## config.mk

```make
export PLATFORM = sky130hd
export DESIGN_NAME = frame_pool_popper
export DESIGN_NICKNAME = d
export VERILOG_FILES = /design/src/rtl/fpp_pkg.sv /design/src/rtl/fpp_regs.sv /design/src/rtl/fpp_engine.sv /design/src/rtl/frame_pool_popper.sv
export SDC_FILE = /design/constraint.sdc
export NUM_CORES = 1
export LEC_CHECK = 0
export CORE_ASPECT_RATIO = 1.75
export CORE_MARGIN = 2
export CORE_UTILIZATION = 53
export DETAILED_ROUTE_END_ITERATION = 10
export PLACE_DENSITY = 0.84
export REMOVE_ABC_BUFFERS = 1
export SLEW_MARGIN = 20
export SYNTH_ARGS = -nofsm -noshare
export SYNTH_HDL_FRONTEND = slang
export SYNTH_SLANG_ARGS = --single-unit
```

## constraint.sdc

```tcl
create_clock -name clk -period 3.75 [get_ports clk]
set_input_delay 0.75 -clock clk [delete_from_list [all_inputs] [get_ports clk]]
set_output_delay 0.75 -clock clk [all_outputs]
set_load 0.05 [all_outputs]
```

## src/rtl/fpp_pkg.sv

```systemverilog
package fpp_pkg;
    localparam int unsigned WORD_W = 32;
    localparam logic [WORD_W-1:0] EMPTY_TOKEN = 32'hFFFF_FFFF;

    // configuration register indices
    localparam logic [1:0] IDX_BASE = 2'd0;
    localparam logic [1:0] IDX_HEAD = 2'd1;
    localparam logic [1:0] IDX_TAIL = 2'd2;
    localparam logic [1:0] IDX_CTRL = 2'd3;

    // control/status bit positions
    localparam int unsigned CTRL_EMPTY_BIT = 0;
    localparam int unsigned CTRL_FLUSH_BIT = 1;
    localparam int unsigned CTRL_PF_BIT    = 3;

    typedef enum logic [2:0] {
        ENG_IDLE,
        ENG_DEM_REQ,
        ENG_DEM_WAIT,
        ENG_PF_REQ,
        ENG_PF_WAIT
    } eng_state_e;

    typedef struct packed {
        logic              valid;
        logic [WORD_W-1:0] word;
    } pf_slot_t;
endpackage

```

## src/rtl/fpp_regs.sv

```systemverilog
module fpp_regs
    import fpp_pkg::*;
#(
    parameter int unsigned PTR_W = 14
) (
    input  logic              clk,
    input  logic              rst,
    input  logic              reg_wr,
    input  logic [1:0]        reg_widx,
    input  logic [WORD_W-1:0] reg_wdata,
    input  logic [1:0]        reg_ridx,
    output logic [WORD_W-1:0] reg_rdata,
    input  logic              tail_adv,
    output logic [WORD_W-1:0] base_q,
    output logic [PTR_W-1:0]  head_q,
    output logic [PTR_W-1:0]  tail_q,
    output logic              pf_en,
    output logic              flush
);
    localparam logic [PTR_W-1:0] STEP = PTR_W'(4);

    assign flush = reg_wr && (reg_widx == IDX_CTRL) && reg_wdata[CTRL_FLUSH_BIT];

    always_ff @(posedge clk) begin
        if (rst) begin
            base_q <= '0;
            head_q <= '0;
            tail_q <= '0;
            pf_en  <= 1'b0;
        end else begin
            if (reg_wr && reg_widx == IDX_BASE)
                base_q <= {reg_wdata[WORD_W-1:2], 2'b00};
            if (reg_wr && reg_widx == IDX_HEAD)
                head_q <= {reg_wdata[PTR_W-1:2], 2'b00};
            if (reg_wr && reg_widx == IDX_CTRL)
                pf_en <= reg_wdata[CTRL_PF_BIT];
            if (tail_adv)
                tail_q <= tail_q + STEP;
            if (flush) begin
                head_q <= '0;
                tail_q <= '0;
            end
        end
    end

    always_comb begin
        reg_rdata = '0;
        unique case (reg_ridx)
            IDX_BASE: reg_rdata = base_q;
            IDX_HEAD: reg_rdata = WORD_W'(head_q);
            IDX_TAIL: reg_rdata = WORD_W'(tail_q);
            default: begin
                reg_rdata[CTRL_PF_BIT]    = pf_en;
                reg_rdata[CTRL_EMPTY_BIT] = (head_q == tail_q);
            end
        endcase
    end
endmodule

```

## src/rtl/fpp_engine.sv

```systemverilog
module fpp_engine
    import fpp_pkg::*;
#(
    parameter int unsigned PTR_W = 14
) (
    input  logic              clk,
    input  logic              rst,
    input  logic [WORD_W-1:0] base_q,
    input  logic [PTR_W-1:0]  head_q,
    input  logic [PTR_W-1:0]  tail_q,
    input  logic              pf_en,
    input  logic              flush,
    input  logic              host_rd_valid,
    output logic              host_rd_ready,
    output logic [WORD_W-1:0] host_rd_data,
    output logic              mem_rd_valid,
    input  logic              mem_rd_ready,
    output logic [WORD_W-1:0] mem_rd_addr,
    input  logic              mem_rsp_valid,
    input  logic [WORD_W-1:0] mem_rsp_data,
    output logic              tail_adv
);
    eng_state_e        st_q;
    pf_slot_t          slot_q;
    logic              stale_q;
    logic              rdy_q;
    logic [WORD_W-1:0] rdata_q;
    logic [WORD_W-1:0] addr_q;

    logic              pop_now;
    logic              sentinel_now;
    logic [WORD_W-1:0] pop_word;

    wire [PTR_W-1:0] tail_nx   = tail_q + PTR_W'(4);
    wire             q_empty   = (head_q == tail_q);
    wire             more_left = (head_q != tail_nx);
    wire             host_pend = host_rd_valid && !rdy_q;
    wire             rsp_live  = mem_rsp_valid && !stale_q && !flush;
    wire             chain_pf  = pf_en && more_left;
    wire [WORD_W-1:0] nx_addr  = base_q + WORD_W'(tail_nx);
    wire [WORD_W-1:0] cur_addr = base_q + WORD_W'(tail_q);

    always_comb begin
        pop_now      = 1'b0;
        sentinel_now = 1'b0;
        pop_word     = EMPTY_TOKEN;
        unique case (st_q)
            ENG_IDLE: if (host_pend && !flush) begin
                if (q_empty) begin
                    sentinel_now = 1'b1;
                end else if (slot_q.valid && pf_en) begin
                    pop_now  = 1'b1;
                    pop_word = slot_q.word;
                end
            end
            ENG_DEM_WAIT: if (rsp_live) begin
                pop_now  = 1'b1;
                pop_word = mem_rsp_data;
            end
            ENG_PF_WAIT: if (rsp_live && host_pend) begin
                pop_now  = 1'b1;
                pop_word = mem_rsp_data;
            end
            default: ;
        endcase
    end

    assign tail_adv      = pop_now;
    assign host_rd_ready = rdy_q;
    assign host_rd_data  = rdata_q;
    assign mem_rd_valid  = (st_q == ENG_DEM_REQ) || (st_q == ENG_PF_REQ);
    assign mem_rd_addr   = addr_q;

    always_ff @(posedge clk) begin
        if (rst) begin
            st_q    <= ENG_IDLE;
            slot_q  <= '0;
            stale_q <= 1'b0;
            rdy_q   <= 1'b0;
            rdata_q <= '0;
            addr_q  <= '0;
        end else begin
            rdy_q <= 1'b0;
            if (flush || !pf_en)
                slot_q.valid <= 1'b0;
            if ((flush || !pf_en) && (st_q == ENG_PF_REQ || st_q == ENG_PF_WAIT))
                stale_q <= 1'b1;
            if (flush && (st_q == ENG_DEM_REQ || st_q == ENG_DEM_WAIT))
                stale_q <= 1'b1;
            if (sentinel_now || pop_now) begin
                rdy_q   <= 1'b1;
                rdata_q <= pop_word;
            end
            unique case (st_q)
                ENG_IDLE: if (host_pend && !flush && !q_empty) begin
                    if (pop_now) begin
                        slot_q.valid <= 1'b0;
                        if (chain_pf) begin
                            addr_q <= nx_addr;
                            st_q   <= ENG_PF_REQ;
                        end
                    end else begin
                        addr_q <= cur_addr;
                        st_q   <= ENG_DEM_REQ;
                    end
                end
                ENG_DEM_REQ: if (mem_rd_ready) st_q <= ENG_DEM_WAIT;
                ENG_PF_REQ:  if (mem_rd_ready) st_q <= ENG_PF_WAIT;
                ENG_DEM_WAIT, ENG_PF_WAIT: if (mem_rsp_valid) begin
                    stale_q <= 1'b0;
                    st_q    <= ENG_IDLE;
                    if (pop_now) begin
                        if (chain_pf) begin
                            addr_q <= nx_addr;
                            st_q   <= ENG_PF_REQ;
                        end
                    end else if (st_q == ENG_PF_WAIT && rsp_live && pf_en) begin
                        slot_q <= '{valid: 1'b1, word: mem_rsp_data};
                    end
                end
                default: st_q <= ENG_IDLE;
            endcase
        end
    end
endmodule

```

## src/rtl/frame_pool_popper.sv

```systemverilog
module frame_pool_popper
    import fpp_pkg::*;
#(
    parameter int unsigned QUEUE_BYTES = 16384
) (
    input  logic        clk,
    input  logic        rst,
    input  logic        cfg_wr,
    input  logic [1:0]  cfg_widx,
    input  logic [31:0] cfg_wdata,
    input  logic [1:0]  cfg_ridx,
    output logic [31:0] cfg_rdata,
    input  logic        host_rd_valid,
    output logic        host_rd_ready,
    output logic [31:0] host_rd_data,
    output logic        mem_rd_valid,
    input  logic        mem_rd_ready,
    output logic [31:0] mem_rd_addr,
    input  logic        mem_rsp_valid,
    input  logic [31:0] mem_rsp_data
);
    localparam int unsigned PTR_W = $clog2(QUEUE_BYTES);

    logic [WORD_W-1:0] base_q;
    logic [PTR_W-1:0]  head_q;
    logic [PTR_W-1:0]  tail_q;
    logic              pf_en;
    logic              flush;
    logic              tail_adv;

    fpp_regs #(.PTR_W(PTR_W)) u_regs (
        .clk      (clk),
        .rst      (rst),
        .reg_wr   (cfg_wr),
        .reg_widx (cfg_widx),
        .reg_wdata(cfg_wdata),
        .reg_ridx (cfg_ridx),
        .reg_rdata(cfg_rdata),
        .tail_adv (tail_adv),
        .base_q   (base_q),
        .head_q   (head_q),
        .tail_q   (tail_q),
        .pf_en    (pf_en),
        .flush    (flush)
    );

    fpp_engine #(.PTR_W(PTR_W)) u_eng (
        .clk          (clk),
        .rst          (rst),
        .base_q       (base_q),
        .head_q       (head_q),
        .tail_q       (tail_q),
        .pf_en        (pf_en),
        .flush        (flush),
        .host_rd_valid(host_rd_valid),
        .host_rd_ready(host_rd_ready),
        .host_rd_data (host_rd_data),
        .mem_rd_valid (mem_rd_valid),
        .mem_rd_ready (mem_rd_ready),
        .mem_rd_addr  (mem_rd_addr),
        .mem_rsp_valid(mem_rsp_valid),
        .mem_rsp_data (mem_rsp_data),
        .tail_adv     (tail_adv)
    );
endmodule

```

==> impl_metrics.yaml, run 1 <==
layout:
  utilization_pct: 72.1
  fillCellCount: 1231
  drive_above_1_share_pct: 10.1
  fin_nets: 1433
  antenna_cells: 0
  final_common_cell: "nand2_1"
  multiInputGateArea_um2: 5130
  seq_area_um2: 3140
  syn2layout_area_growth_pct: 34.3
  layout_common_cells: "nand2_1 (209), dfxtp_1 (157), nor2_1 (143)"
global_route:
  grt_pass1_vias: 8943
  grt_pass1_wl_um: 43800
  overflow: 0
  grt_start_max_net_pins: 57
  antenna_found_initial: 0
  grt_util_all_layers_pct: 31.1
floorplanning:
  num_io_pins: 172
  die_h_um: 174
  die_w_um: 101
  die-area_um2: 17600
  num_rows: 62
  coreArea_um2: 16300
  start_util_pct: 53.7
clocking:
  hold_buffers: 0
  postCtsSetupRepairBufs: 0
  cts_buffers: 17
  clock_sinks: 157
  cts_root_buf: "clkbuf_16"
  htree_levels: 4
  clock_path_buffers: 2
  clk_latency_ps: 430
  cts-resized-gates: 0
  cts.clk_slew.worst_paths_ps: 80
  cts_tree: "yes"
worst_setup_path:
  slowest_stage: "or4_1"
  worstPathMaxFanout: 6
  path_cells: "ha_1 > inv_1 > fa_1 > nor2b_1 > o2111ai_1 > a31oi_1 > a41oi_1 > and2_1 > or4_1 > a21o_1 > a21oi_1"
  slowest_delay_ps: 520
  crit_path_end_kind: "flop"
  cp_data_arrival_time_ps: 3890
  crit_path_start_kind: "flop"
  crit_required_ps: 4100
  crit_family: "compound AO/OA/AOI/OAI gates"
  cp_num_buf_inv: 1
  setup.worst_path.class: "flop to flop"
pwr:
  p_leak_nw: 4.60
  power_frac_comb_pct: 34.4
  power.switching_w: 0.00227
  pwr-share-clk_pct: 31.0
  power_frac_seq_pct: 34.5
  netSwitchingFraction_pct: 39.0
  internal_power_w: 0.00355
  cellPowerDensity_nw_per_um2: 495
  ir_worst_vdd_uv: 416
yosys:
  synth_top_area_share_pct: 35.9
  ys_warn_count: 0
  async_reset_ff_share_pct: 0
  synth_seq_cells: 157
  syn_area_um2: 8750
  avgSynthCellArea_um2: 7.52
  synth_edf_count: 0
  yosysSeqAreaShare_pct: 35.9
  synth_top_cells_by_area: "dfxtp_1 (36%), nand2_1 (9.0%), a21oi_1 (6.7%), nor2_1 (6.1%), ha_1 (3.7%)"
  syn_inst: 1164
  synth-main-ff-cell: "dfxtp_1"
  synth_top_area_cell: "dfxtp_1"
  synth.distinct_cells: 68
timing:
  fmax_mhz: 282
  hold_viol_final: 0
  finalSetupViolCount: 0
  drv_slew: 0
  tightest_slew_ps: 854
  period_share_pct: 94.6
  finClkSkew_ps: 14.7
  layout_setup_ws_ps: 204
  hold_slack_ps: 454
  period_minus_slack_ps: 3550
  max_slew_margin_pct: 42.8
  rsz0062_at_grt: "no"
  fin_setup_tns_ps: 0
detailed_routing:
  firstDrtPassIters: 6
  drc: 0
  postRouteAntennaNets: 0
  num_vias: 9046
  viasPerCell: 5.89
  avgRoutedWirePerCell_um: 17.9
  drt_wl_total_um: 27500
  first_iter_violations: 417
placement:
  dp_slack_ps: 304
  io_buffers: 169
  routabilityCongestion: 0.991
  dpl.hpwl_um: 20300
flow_run:
  max_cap_viol_count: 0
outcome:
  status: "finished, final reports clean"
worst_hold_path:
  hold_path_class: "flop to flop"
## cells in the mapped netlist, types with 3 or more instances
library cell and number:
nand2_1 209, dfxtp_1 157, nor2_1 143, a21oi_1 117, clkbuf_1 61, o21ai_0 43, inv_1 42, xnor2_1 36
nor4_1 35, xor2_1 28, ha_1 26, and2_1 20, nand3_1 18, nor3_1 18, mux2i_1 15, a221oi_1 14
a21o_1 13, nand2b_1 13, nor2b_1 11, a211oi_1 10, and3_1 10, nand4_1 10, buf_2 8, o22ai_1 8
o21a_1 7, or3_1 6, or4_1 6, a221o_1 5, a31oi_1 5, and4_1 4, buf_4 4, o211ai_1 4
o21bai_1 4, buf_1 3, o221ai_1 3, o31ai_1 3, o41ai_1 3
## sequential cells by signal, indices dropped and copies added, names as in the netlist
signal and count:
u_eng.host_rd_data 32, u_eng.host_rd_ready 1, u_eng.mem_rd_addr 32, u_eng.slot_q 33
u_eng.st_q 3, u_eng.stale_q 1, u_regs.base_q 30, u_regs.head_q 12
u_regs.pf_en 1, u_regs.tail_q 12
## power by group through the flow
| stage | sequential [W] | clock, W | combinational, W |
|---|---|---|---|
| global route | 0.00203 | 0.00188 | 0.00211 |
| finish | 0.00201 | 0.00181 | 0.00200 |
| detailed placement | 0.00204 | 0 | 0.00199 |
| floorplan | 0.00264 | 0 | 0.000604 |
| global placement | 0.00204 | 0 | 0.00196 |
| CTS | 0.00201 | 0.00181 | 0.00200 |
## cells by family after synthesis
group / share of synthesized area [%]
and+or+nand+nor: 27.2
AOI/OAI and AO/OA: 18.8
DFF: 35.9
buffers and inverters: 5.53
xor gates and xnor gates: 6.41
adders and majority gates: 4.18
muxes: 1.97
other: 0.0429
## cell type report
class	count	share of cell area, %
multi-input cells	887	43.7
flip-flops and latches	157	26.7
repair buffers	226	21.0
clock buffers	17	3.62
well taps	192	2.04
clock inverters	15	1.61
inverters	42	1.34
## per-layer routing
metal	vias to the layer above	wire length, um	GRT usage [%]
li1	4352	-	-
met1	4214	9880	32.5
met4	0	1330	16.8
met3	111	1430	5.15
met5	-	0	0
met2	369	14900	57.5
## through the flow
step           power, W  instances  instance area, um2
2_1_floorplan   0.00324       1086                8420
3_3_place_gp    0.00400       1504               11100
3_5_place_dp    0.00403       1504               11100
4_1_cts         0.00582       1536               11800
5_1_grt         0.00602       1536               11800
6_report        0.00582       1536               11800
## worst paths after layout
path                                       startpoint               endpoint  slack, ps  cells past startpoint
worst max register to register       u_regs.tail_q[2]  u_eng.mem_rd_addr[18]        200                     11
worst max-delay path                 u_regs.tail_q[2]  u_eng.mem_rd_addr[18]        200                     11
worst min-delay path            u_eng.mem_rd_addr[11]  u_eng.mem_rd_addr[11]        450                      2
worst min register to register  u_eng.mem_rd_addr[11]  u_eng.mem_rd_addr[11]        450                      2
## tightest hold or removal path, cell delays in order, from the launching register on
cell	delay, ps
dfxtp_1	310
inv_1	50
a21oi_1	50
No activity file was read; power rests on OpenSTA's default activity.
==> run 2: changes to the inputs <==
--- a/config.mk
+++ b/config.mk
@@ -5,8 +5,7 @@
 export SDC_FILE = /design/constraint.sdc
 export NUM_CORES = 1
 export LEC_CHECK = 0
-export CORE_ASPECT_RATIO = 1.75
-export CORE_MARGIN = 2
+export CORE_ASPECT_RATIO = 0.6
 export CORE_UTILIZATION = 53
 export DETAILED_ROUTE_END_ITERATION = 10
 export PLACE_DENSITY = 0.84
==> run 2 against run 1 <==
Clock-buffer cell count stayed put; final cell count is 0.52% lower; core utilization is 1.6 points higher; maximum frequency is 0.15% higher; sequential cell count stayed put; combinational power hardly changed; cell area is 1.4% lower; sequential power hardly changed; die area is 3.1% lower; critical path depth is 7 lower; sequential share of layout area is 0.38 points higher; largest cell class unchanged; largest power group unchanged.
==> impl_metrics.yaml, run 2 (synthesized netlist as in run 1, its figures left out) <==
outcome:
  status: "finished, final reports clean"
timing:
  hold_viol_final: 0
  period_minus_slack_ps: 3540
  layout_setup_ws_ps: 210
  hold_slack_ps: 459
  tightest_slew_ps: 986
  drv_slew: 0
  fmax_mhz: 282
  period_share_pct: 94.4
  finalSetupViolCount: 0
  max_slew_margin_pct: 34.3
  rsz0062_at_grt: "no"
  finClkSkew_ps: 14.4
global_route:
  grt_pass1_vias: 8206
  grt_util_all_layers_pct: 31.5
  use_met2_pct: 46.7
  use_met1_pct: 46.5
  top_usage_layer: "met2"
  grt_start_max_net_pins: 135
  grt_pass1_wl_um: 42700
  overflow: 0
  antenna_found_initial: 0
  use_met3_pct: 6.53
detailed_routing:
  avgRoutedWirePerCell_um: 17.4
  viasPerCell: 5.93
  first_iter_violations: 942
  drt_wl_total_um: 26600
  num_vias: 9056
  drc: 0
  firstDrtPassIters: 5
  postRouteAntennaNets: 0
worst_setup_path:
  slowest_stage: "nor2_1"
  crit_family: "simple AND/OR/NAND/NOR gates"
  crit_path_start_kind: "input port"
  path_cells: "clkdlybuf4s50_1 > nor2_1 > and2_1 > buf_12"
  cp_num_buf_inv: 2
  setup.worst_path.class: "input port to primary output"
  slowest_delay_ps: 830
  crit_required_ps: 3000
  worstPathMaxFanout: 15
  cp_data_arrival_time_ps: 2790
  crit_path_end_kind: "primary output"
floorplanning:
  die_w_um: 168
  num_io_pins: 172
  die_h_um: 102
  num_rows: 35
  coreArea_um2: 15700
  start_util_pct: 55.7
  die-area_um2: 17000
layout:
  largest_reg_flops: 33
  antenna_cells: 0
  multiInputGateArea_um2: 5140
  final_common_cell: "nand2_1"
  layout_common_cells: "nand2_1 (209), dfxtp_1 (157), nor2_1 (142)"
  fin_nets: 1414
  fin_cells: 1528
  seq_area_um2: 3140
  drive_above_1_share_pct: 8.98
  fillCellCount: 1200
  final_area_um2: 11600
  syn2layout_area_growth_pct: 32.4
  max_flop_register: "u_eng.slot_q"
clocking:
  cts_root_buf: "clkbuf_16"
  cts.clk_slew.worst_paths_ps: 80
  clock_sinks: 157
  cts_buffers: 17
  hold_buffers: 0
  clock_path_buffers: 2
  clk_latency_ps: 430
  cts_tree: "yes"
  postCtsSetupRepairBufs: 0
  htree_levels: 4
pwr:
  internal_power_w: 0.00349
  ir_worst_vdd_uv: 336
  power.switching_w: 0.00231
  p_leak_nw: 4.50
  pwr-share-clk_pct: 31.2
  netSwitchingFraction_pct: 39.9
  power_frac_seq_pct: 34.8
  power_frac_comb_pct: 34.0
  cellPowerDensity_nw_per_um2: 500
placement:
  routabilityCongestion: 0.924
  io_buffers: 169
  dpl-instance-area_um2: 10900
  dpl.hpwl_um: 19000
  dp.cells: 1496
  dp_slack_ps: 239
flow_run:
  max_cap_viol_count: 0
worst_hold_path:
  hold_path_class: "flop to flop"
==> run 2: cell type report <==
cell class | instances | area share [%]
multi-input cells | 887 | 44.3
flip-flops and latches | 157 | 27.1
repair buffers | 207 | 19.5
clock buffers | 17 | 3.67
well taps | 203 | 2.19
clock inverters | 15 | 1.80
inverters | 42 | 1.36
==> run 2: per-layer routing <==
layer	up-vias	routed length (um)
met5	-	0
li1	4314	-
met1	4218	12500
met3	46	2710
met4	0	346
met2	478	11100
==> run 2: power by group through the flow <==
stage          Clock (W)  Sequential, W  Combinational, W
2_1_floorplan          0        0.00264          0.000604
3_3_place_gp           0        0.00204           0.00193
3_5_place_dp           0        0.00205           0.00195
4_1_cts          0.00181        0.00201           0.00196
5_1_grt          0.00190        0.00204           0.00208
6_report         0.00181        0.00202           0.00197
==> run 2: through the flow <==
step,total power [W],setup TNS (ps),util [%]
2_1_floorplan,0.00324,-824,-
3_3_place_gp,0.00397,0,69.6
3_5_place_dp,0.00399,0,69.6
4_1_cts,0.00579,0,73.6
5_1_grt,0.00602,0,73.7
6_report,0.00580,0,73.7
==> run 2: worst paths after layout <==
path | endpoint | cells past startpoint | slack (ps) | start
max | cfg_rdata[29] | 4 | 210 | cfg_ridx[0]
min | u_eng.slot_q[13] | 2 | 460 | u_eng.slot_q[13]
max reg2reg | u_eng.mem_rd_addr[15] | 12 | 260 | u_regs.tail_q[3]
min reg2reg | u_eng.slot_q[13] | 2 | 460 | u_eng.slot_q[13]
==> run 2: repair_timing <==
item                       CTS  global route
setup endpoints to repair    0             5
gates resized for setup      0             3
hold endpoints to repair     0             0
==> run 2: worst reg2reg max path, cell delays in order (launching register included) <==
cell and delay, ps:
dfxtp_1 480, ha_1 220, and3_1 250, and3_1 230, xor2_1 220, ha_1 340
a21o_1 220, o211ai_1 310, nand3_1 260, nand2_1 210, o31a_1 210, nor2_1 80
a2111oi_2 330
